<file path="config.mk">
export PLATFORM = sky130hd
export DESIGN_NAME = sv39_walker
export DESIGN_NICKNAME = d
export VERILOG_FILES = /design/src/rtl/ptw_pkg.sv /design/src/rtl/ptw_va_check.sv /design/src/rtl/ptw_pa_merge.sv /design/src/rtl/ptw_leaf_check.sv /design/src/rtl/sv39_walker.sv
export SDC_FILE = /design/constraint.sdc
export NUM_CORES = 1
export LEC_CHECK = 0
export BUFFER_PORTS_ARGS = -buffer_cell sky130_fd_sc_hd__buf_2
export CAP_MARGIN = 20
export CORE_MARGIN = 10
export CORE_UTILIZATION = 50
export DETAILED_ROUTE_END_ITERATION = 8
export GPL_ROUTABILITY_DRIVEN = 0
export PLACE_DENSITY = 0.8
export SLEW_MARGIN = 25
export SYNTH_ARGS = -nofsm -noshare
export SYNTH_HDL_FRONTEND = slang
export SYNTH_HIERARCHICAL = 1
export SYNTH_SLANG_ARGS = --single-unit
</file>
<file path="constraint.sdc">
create_clock -name clk -period 4.9 [get_ports clk]
set_input_delay 0.98 -clock clk [delete_from_list [all_inputs] [get_ports clk]]
set_output_delay 0.98 -clock clk [all_outputs]
set_load 0.01 [all_outputs]
</file>
<file path="src/rtl/ptw_pkg.sv">
package ptw_pkg;
  typedef enum logic [1:0] {
    ACC_FETCH = 2'd0,
    ACC_LOAD  = 2'd1,
    ACC_STORE = 2'd2
  } acc_e;

  localparam logic [1:0] PRIV_U = 2'd0;
  localparam logic [1:0] PRIV_S = 2'd1;
  localparam logic [1:0] PRIV_M = 2'd3;

  // entry flag positions, fixed by the table format
  localparam int B_V     = 0;
  localparam int B_R     = 1;
  localparam int B_W     = 2;
  localparam int B_X     = 3;
  localparam int B_U     = 4;
  localparam int B_A     = 6;
  localparam int B_D     = 7;
  localparam int PPN_LSB = 10;

  typedef enum logic [1:0] {
    ST_IDLE,
    ST_READ,
    ST_EVAL,
    ST_WRITE
  } walk_st_e;
endpackage

</file>
<file path="src/rtl/ptw_va_check.sv">
module ptw_va_check #(
  parameter int VA_W = 64,
  parameter int TV_W = 39
) (
  input  logic [VA_W-TV_W:0] va_hi,
  output logic               canon
);
  // all bits above the translated width plus its top bit must agree
  assign canon = (&va_hi) | ~(|va_hi);
endmodule

</file>
<file path="src/rtl/ptw_pa_merge.sv">
module ptw_pa_merge #(
  parameter int LEVELS   = 3,
  parameter int IDX_W    = 9,
  parameter int PG_SHIFT = 12,
  parameter int PPN_W    = 44,
  parameter int TV_W     = 39,
  parameter int LVL_W    = 2
) (
  input  logic [PPN_W-1:0]          leaf_ppn,
  input  logic [TV_W-1:0]           va,
  input  logic [LVL_W-1:0]          lvl,
  output logic [PPN_W+PG_SHIFT-1:0] paddr,
  output logic                      misaligned
);
  localparam int VPN_W = LEVELS * IDX_W;

  logic [PPN_W-1:0] lvl_mask [LEVELS];

  for (genvar g = 0; g < LEVELS; g++) begin : g_mask
    assign lvl_mask[g] = PPN_W'((65'd1 << (g * IDX_W)) - 65'd1);
  end

  logic [PPN_W-1:0] mask;
  logic [PPN_W-1:0] vpn_ext;
  logic [PPN_W-1:0] merged;

  always_comb begin
    mask = '0;
    for (int i = 0; i < LEVELS; i++) begin
      if (lvl == LVL_W'(i)) mask = lvl_mask[i];
    end
  end

  assign vpn_ext    = PPN_W'(va[PG_SHIFT +: VPN_W]);
  assign merged     = (leaf_ppn & ~mask) | (vpn_ext & mask);
  assign paddr      = {merged, va[PG_SHIFT-1:0]};
  assign misaligned = |(leaf_ppn & mask);
endmodule

</file>
<file path="src/rtl/ptw_leaf_check.sv">
module ptw_leaf_check
  import ptw_pkg::*;
#(
  parameter int PTE_W = 64
) (
  input  logic [PTE_W-1:0] pte,
  input  logic [1:0]       acc,
  input  logic [1:0]       priv,
  input  logic             sum,
  input  logic             mxr,
  input  logic             misaligned,
  output logic             is_ptr,
  output logic             fault,
  output logic             perm_r,
  output logic             perm_w,
  output logic             perm_x,
  output logic [PTE_W-1:0] upd_pte,
  output logic             need_wb
);
  logic v, r, w, x, u, d;
  logic is_store, is_load, is_fetch;
  logic reserved, priv_bad, acc_bad;

  assign v = pte[B_V];
  assign r = pte[B_R];
  assign w = pte[B_W];
  assign x = pte[B_X];
  assign u = pte[B_U];
  assign d = pte[B_D];

  assign is_store = (acc == ACC_STORE);
  assign is_load  = (acc == ACC_LOAD);
  assign is_fetch = (acc == ACC_FETCH);

  assign is_ptr   = v & ~(r | w | x);
  // W without R covers both reserved encodings
  assign reserved = w & ~r;
  assign priv_bad = u ? ((priv != PRIV_U) & (~sum | is_fetch))
                      : (priv != PRIV_S);

  always_comb begin
    acc_bad = 1'b1;
    if (is_load)       acc_bad = ~(r | (x & mxr));
    else if (is_store) acc_bad = ~w;
    else if (is_fetch) acc_bad = ~x;
  end

  assign fault = ~v | (~is_ptr & (reserved | priv_bad | misaligned | acc_bad));

  always_comb begin
    upd_pte      = pte;
    upd_pte[B_A] = 1'b1;
    if (is_store) upd_pte[B_D] = 1'b1;
  end

  assign need_wb = (upd_pte != pte);
  assign perm_r  = r | (x & mxr);
  assign perm_x  = x;
  assign perm_w  = w & (is_store | d);
endmodule

</file>
<file path="src/rtl/sv39_walker.sv">
module sv39_walker
  import ptw_pkg::*;
#(
  parameter int              VA_W      = 64,
  parameter int              LEVELS    = 3,
  parameter int              IDX_W     = 9,
  parameter int              PG_SHIFT  = 12,
  parameter int              PTE_W     = 64,
  parameter int              PPN_W     = 44,
  parameter int              MODE_W    = 4,
  parameter logic [MODE_W-1:0] MODE_BARE = '0
) (
  input  logic                clk,
  input  logic                rst,
  input  logic                req_valid,
  output logic                req_ready,
  input  logic [VA_W-1:0]     req_vaddr,
  input  logic [1:0]          req_acc,
  input  logic [1:0]          req_priv,
  input  logic                req_sum,
  input  logic                req_mxr,
  input  logic [MODE_W-1:0]   satp_mode,
  input  logic [PPN_W-1:0]    satp_ppn,
  output logic                mem_req,
  output logic                mem_we,
  output logic [PPN_W+PG_SHIFT-1:0] mem_addr,
  output logic [PTE_W-1:0]    mem_wdata,
  input  logic                mem_ack,
  input  logic                mem_err,
  input  logic [PTE_W-1:0]    mem_rdata,
  output logic                rsp_valid,
  output logic                rsp_fault,
  output logic [PPN_W+PG_SHIFT-1:0] rsp_paddr,
  output logic                rsp_r,
  output logic                rsp_w,
  output logic                rsp_x
);
  localparam int PA_W  = PPN_W + PG_SHIFT;
  localparam int TV_W  = PG_SHIFT + LEVELS * IDX_W;
  localparam int PTE_B = $clog2(PTE_W / 8);
  localparam int LVL_W = (LEVELS > 1) ? $clog2(LEVELS) : 1;
  localparam logic [LVL_W-1:0] TOP_LVL = LVL_W'(LEVELS - 1);

  function automatic logic [PA_W-1:0] pte_addr(input logic [PPN_W-1:0] base,
                                               input logic [TV_W-1:0]  va,
                                               input logic [LVL_W-1:0] lvl);
    logic [TV_W-1:0] sh;
    sh = va >> (PG_SHIFT + IDX_W * int'(lvl));
    return {base, {PG_SHIFT{1'b0}}} + (PA_W'(sh[IDX_W-1:0]) << PTE_B);
  endfunction

  walk_st_e          st_q, st_d;
  logic [TV_W-1:0]   va_q, va_d;
  logic [1:0]        acc_q, acc_d;
  logic [1:0]        priv_q, priv_d;
  logic              sum_q, sum_d;
  logic              mxr_q, mxr_d;
  logic [LVL_W-1:0]  lvl_q, lvl_d;
  logic [PA_W-1:0]   addr_q, addr_d;
  logic [PTE_W-1:0]  pte_q, pte_d;

  logic              fin_valid, fin_fault, fin_r, fin_w, fin_x;
  logic [PA_W-1:0]   fin_paddr;

  logic              va_ok;
  logic [PA_W-1:0]   mg_paddr;
  logic              mg_misaligned;
  logic              lk_ptr, lk_fault, lk_r, lk_w, lk_x, lk_wb;
  logic [PTE_W-1:0]  lk_upd;

  ptw_va_check #(.VA_W(VA_W), .TV_W(TV_W)) u_va (
    .va_hi (req_vaddr[VA_W-1:TV_W-1]),
    .canon (va_ok)
  );

  ptw_pa_merge #(
    .LEVELS(LEVELS), .IDX_W(IDX_W), .PG_SHIFT(PG_SHIFT),
    .PPN_W(PPN_W), .TV_W(TV_W), .LVL_W(LVL_W)
  ) u_merge (
    .leaf_ppn   (pte_q[PPN_LSB +: PPN_W]),
    .va         (va_q),
    .lvl        (lvl_q),
    .paddr      (mg_paddr),
    .misaligned (mg_misaligned)
  );

  ptw_leaf_check #(.PTE_W(PTE_W)) u_leaf (
    .pte        (pte_q),
    .acc        (acc_q),
    .priv       (priv_q),
    .sum        (sum_q),
    .mxr        (mxr_q),
    .misaligned (mg_misaligned),
    .is_ptr     (lk_ptr),
    .fault      (lk_fault),
    .perm_r     (lk_r),
    .perm_w     (lk_w),
    .perm_x     (lk_x),
    .upd_pte    (lk_upd),
    .need_wb    (lk_wb)
  );

  always_comb begin
    st_d      = st_q;
    va_d      = va_q;
    acc_d     = acc_q;
    priv_d    = priv_q;
    sum_d     = sum_q;
    mxr_d     = mxr_q;
    lvl_d     = lvl_q;
    addr_d    = addr_q;
    pte_d     = pte_q;
    fin_valid = 1'b0;
    fin_fault = 1'b0;
    fin_paddr = mg_paddr;
    fin_r     = lk_r;
    fin_w     = lk_w;
    fin_x     = lk_x;
    case (st_q)
      ST_IDLE: begin
        if (req_valid) begin
          va_d   = req_vaddr[TV_W-1:0];
          acc_d  = req_acc;
          priv_d = req_priv;
          sum_d  = req_sum;
          mxr_d  = req_mxr;
          if (satp_mode == MODE_BARE || req_priv == PRIV_M) begin
            fin_valid = 1'b1;
            fin_paddr = req_vaddr[PA_W-1:0];
            fin_r     = 1'b1;
            fin_w     = 1'b1;
            fin_x     = 1'b1;
          end else if (!va_ok) begin
            fin_valid = 1'b1;
            fin_fault = 1'b1;
          end else begin
            lvl_d  = TOP_LVL;
            addr_d = pte_addr(satp_ppn, req_vaddr[TV_W-1:0], TOP_LVL);
            st_d   = ST_READ;
          end
        end
      end
      ST_READ: begin
        if (mem_ack) begin
          if (mem_err) begin
            fin_valid = 1'b1;
            fin_fault = 1'b1;
            st_d      = ST_IDLE;
          end else begin
            pte_d = mem_rdata;
            st_d  = ST_EVAL;
          end
        end
      end
      ST_EVAL: begin
        if (lk_fault) begin
          fin_valid = 1'b1;
          fin_fault = 1'b1;
          st_d      = ST_IDLE;
        end else if (lk_ptr) begin
          if (lvl_q == '0) begin
            fin_valid = 1'b1;
            fin_fault = 1'b1;
            st_d      = ST_IDLE;
          end else begin
            lvl_d  = LVL_W'(lvl_q - 1'b1);
            addr_d = pte_addr(pte_q[PPN_LSB +: PPN_W], va_q, LVL_W'(lvl_q - 1'b1));
            st_d   = ST_READ;
          end
        end else if (lk_wb) begin
          pte_d = lk_upd;
          st_d  = ST_WRITE;
        end else begin
          fin_valid = 1'b1;
          st_d      = ST_IDLE;
        end
      end
      ST_WRITE: begin
        if (mem_ack) begin
          fin_valid = 1'b1;
          fin_fault = mem_err;
          st_d      = ST_IDLE;
        end
      end
      default: st_d = ST_IDLE;
    endcase
  end

  always_ff @(posedge clk) begin
    if (rst) begin
      st_q      <= ST_IDLE;
      va_q      <= '0;
      acc_q     <= '0;
      priv_q    <= '0;
      sum_q     <= 1'b0;
      mxr_q     <= 1'b0;
      lvl_q     <= '0;
      addr_q    <= '0;
      pte_q     <= '0;
      rsp_valid <= 1'b0;
      rsp_fault <= 1'b0;
      rsp_paddr <= '0;
      rsp_r     <= 1'b0;
      rsp_w     <= 1'b0;
      rsp_x     <= 1'b0;
    end else begin
      st_q      <= st_d;
      va_q      <= va_d;
      acc_q     <= acc_d;
      priv_q    <= priv_d;
      sum_q     <= sum_d;
      mxr_q     <= mxr_d;
      lvl_q     <= lvl_d;
      addr_q    <= addr_d;
      pte_q     <= pte_d;
      rsp_valid <= fin_valid;
      if (fin_valid) begin
        rsp_fault <= fin_fault;
        rsp_paddr <= fin_fault ? '0 : fin_paddr;
        rsp_r     <= fin_r & ~fin_fault;
        rsp_w     <= fin_w & ~fin_fault;
        rsp_x     <= fin_x & ~fin_fault;
      end
    end
  end

  assign req_ready = (st_q == ST_IDLE);
  assign mem_req   = (st_q == ST_READ) || (st_q == ST_WRITE);
  assign mem_we    = (st_q == ST_WRITE);
  assign mem_addr  = addr_q;
  assign mem_wdata = pte_q;
endmodule

</file>
==> impl_metrics.ini <==
[outcome]
status = completed

[floorplanning]
start_util = 0.508
fp.dieW_um = 172
io_pins = 371
die_y_um = 172
fp.dieArea_mm2 = 0.0295
core_mm2 = 0.0226
rows = 55

[yosys]
synth_xor_area_frac = 0
yosys.area_share.adder = 0.00326
ys_ff_latch = 227
synth_area_mm2 = 0.0115
synth_top_family_by_area = simple AND/OR/NAND/NOR gates
synth-edff-count = 0
syn_inst = 1417
avgSynthCellArea_um2 = 8.12
yosysWarnings = 6
synth_flop_cell = dfxtp_1
ys_seq_area_frac = 0.395
async_reset_ff_frac = 0
synth_cell_types = 50
synthMuxAreaShare = 0.0439
synthSimpleGateAreaFrac = 0.218
synth_compound_area_frac = 0.217

[cts]
cts_tree = done
ctsRootBufferMaster = clkbuf_16
cts.sinks = 227
post_cts_resized = 0
clockBufferDepth = 3
h-tree-depth = 1
cts_setup_buffers = 0
cts_buffers = 26
hold_buffers = 0
insertion_delay_ns = 0.52
clk_pin_slew_worst_paths_ns = 0.06

[sta]
setup_violations = 0
final_hold_viol_count = 0
period_share = 0.781
worst_slack_ns = 1.07
grt_setup_unrepaired = false
worst_pin_slew_ns = 1.07
slew_headroom = 0.285
fin_crit_ns = 3.83
tns_ns = 0
slew_violations = 0
fmax_mhz = 261
clock-skew-final_ns = 0.0156

[layout]
final_nets = 1788
area_growth_pct = 16.8
register_area_mm2 = 0.00454
layout-drive-gt1-share = 0.309
nFillCells = 2020
multi_input_area_mm2 = 0.00563

[routing]
ant_nets = 0
dr.pass1.iters = 5
dr.first_iter.drc_count = 874
routed_wl_um = 39200
vias_per_cell = 5.74
drc = 0
routedWlPerCell_um = 20.6
vias = 10912

[worst_setup_path]
worstSetupStartpoint = lvl_q[0]
endpoint = mem_wdata[19]
r2r_end = mem_wdata[19]
crit_fanout = 78
cp-start-kind = flop
reg2reg_from = lvl_q[0]
worst-setup-path-type = flop to flop
critPathCaptureType = flop
arrival_ns = 4.25
worstRegToRegCells = 13
cp_data_required_time_ns = 5.32
r2r_setup_slack_ns = 1.07

[power_and_ir_drop]
leakage_nw = 5.70
powerDensity_mw_per_mm2 = 306
vdd_drop_max_mv = 0.227

[global_route]
grt_max_degree = 148
antenna_found_initial = 4
grt_first_pass_wirelength_um = 59200
grt_pass1_vias = 10744
grtUsageTotal = 0.251
overflow = 0

[placed_design]
port_buffers = 367
hpwl_um = 28300
pre_cts_ws_ns = 1.18

[worst_hold_path]
hold_class = flop to flop

[run]
cap_violations = 0
==> layout make-up <==
type / instances / area share
flip-flops and latches: 227 / 0.338
clock buffers: 34 / 0.0567
multi-input cells: 953 / 0.419
inverters: 11 / 0.00307
clock inverters: 10 / 0.00586
repair buffers: 379 / 0.150
well taps: 285 / 0.0265
diodes: 3 / 0.000558
==> worst max-delay path, stage by stage, from the launching register on <==
cell	delay, ns
dfxtp_1	0.58
inv_1	0.09
ha_1	0.57
a31oi_1	0.08
a21o_1	0.21
inv_1	0.07
o211ai_1	0.08
nor2_1	0.13
a31oi_1	0.17
nor4b_1	0.36
a32o_4	0.58
buf_12	0.36
nor2_1	0.09
a311oi_1	0.27
==> sequential cells by signal, summed over array words and instances, names as in the netlist <==
name	flops
sum_q	1
mem_wdata	64
rsp_paddr	56
st_q	2
mxr_q	1
mem_addr	53
acc_q	2
rsp_valid	1
va_q	39
rsp_x	1
rsp_r	1
rsp_fault	1
lvl_q	2
priv_q	2
rsp_w	1
==> cell families after synthesis <==
family	after synthesis
DFF	227
and+or+nand+nor	593
buffers and inverters	239
other	2
adders and majority gates	3
AOI/OAI and AO/OA	306
muxes	47
==> cell usage in the layout (no fill, tap or decap), types with 3 or more instances in the layout <==
cell	n
mux2_2	15
nor3_1	3
nor2_1	120
a311oi_2	45
clkbuf_8	6
a311oi_1	64
mux2_1	13
diode_2	3
buf_12	5
nand3_1	3
buf_2	366
nand2b_1	5
nand4_1	7
and2_1	3
clkinv_2	8
nand2_1	375
clkbuf_16	27
a2bb2oi_1	39
nor4_1	7
o211ai_1	11
dfxtp_1	227
o21ai_0	3
a221o_1	9
mux2i_1	19
ha_1	3
conb_1	4
buf_4	6
a211o_1	3
or3_1	57
a21oi_1	116
inv_1	11
==> where the power goes <==
part	total (mW)	switching [mW]	leakage, nW	internal, mW
clock	1.90	0.767	0.427	1.14
sequential	1.90	0.0205	1.84	1.88
combinational	0.313	0.182	3.43	0.130
==> per-stage QoR <==
step | cells | util | hold slack [ns] | cell area (um2) | total power [mW]
after global placement | 1853 | 0.554 | 0.435 | 12500 | 2.24
after detailed placement | 1854 | 0.555 | 0.441 | 12600 | 2.24
after global routing | 1902 | 0.594 | 0.465 | 13400 | 4.25
final | 1902 | 0.594 | 0.443 | 13400 | 4.11
after floorplan | 1419 | - | 0.433 | 11500 | 2.11
after CTS | 1898 | 0.592 | 0.448 | 13400 | 4.14
==> synth_stat cells, types with 2 or more instances <==
master     count  area [um2]
nor3_1         3        15.0
dfxtp_1      227        4540
buf_6          9         101
a21oi_1      117         586
nand2_1      375        1410
and2_1         3        18.8
o21ai_0        3        15.0
nor2_1       121         454
a211o_1        3        26.3
buf_4        110         826
a21o_1         4        30.0
nand4_1        7        43.8
nor2b_1        2        12.5
o211ai_1      11        82.6
a2bb2oi_1     39         342
mux2_1        13         146
nor4_1         7        43.8
a31oi_1        2        12.5
a311oi_2      45         676
ha_1           3        37.5
mux2_2        15         169
clkbuf_1      82         308
nand2b_1       6        37.5
mux2i_1       19         190
a311oi_1      64         561
or3_1         57         357
a221o_1        9        90.1
buf_2         23         115
conb_1         2        7.51
nand3_1        3        15.0
inv_1         11        41.3
buf_1          4        15.0
==> how the worst min path moves through the flow <==
stage	startpoint	end	slack [ns]	depth (start not counted)
floorplan	sum_q	sum_q	0.43	2
global placement	rsp_paddr[39]	rsp_paddr[39]	0.44	2
CTS	rsp_paddr[34]	rsp_paddr[34]	0.45	2
detailed placement	rsp_paddr[34]	rsp_paddr[34]	0.44	2
finish	rsp_paddr[34]	rsp_paddr[34]	0.44	2
global route	rsp_paddr[34]	rsp_paddr[34]	0.47	2
==> routing by layer <==
layer	track usage	part of all wire	routed length, um	vias up
met5	0	0.00033	13	-
met4	0.0851	0.029	1130	2
met3	0.0811	0.11	4220	79
met2	0.441	0.49	19400	536
met1	0.279	0.37	14500	5100
li1	-	-	-	5195
Note: power is estimated with default switching activity, not from simulation.
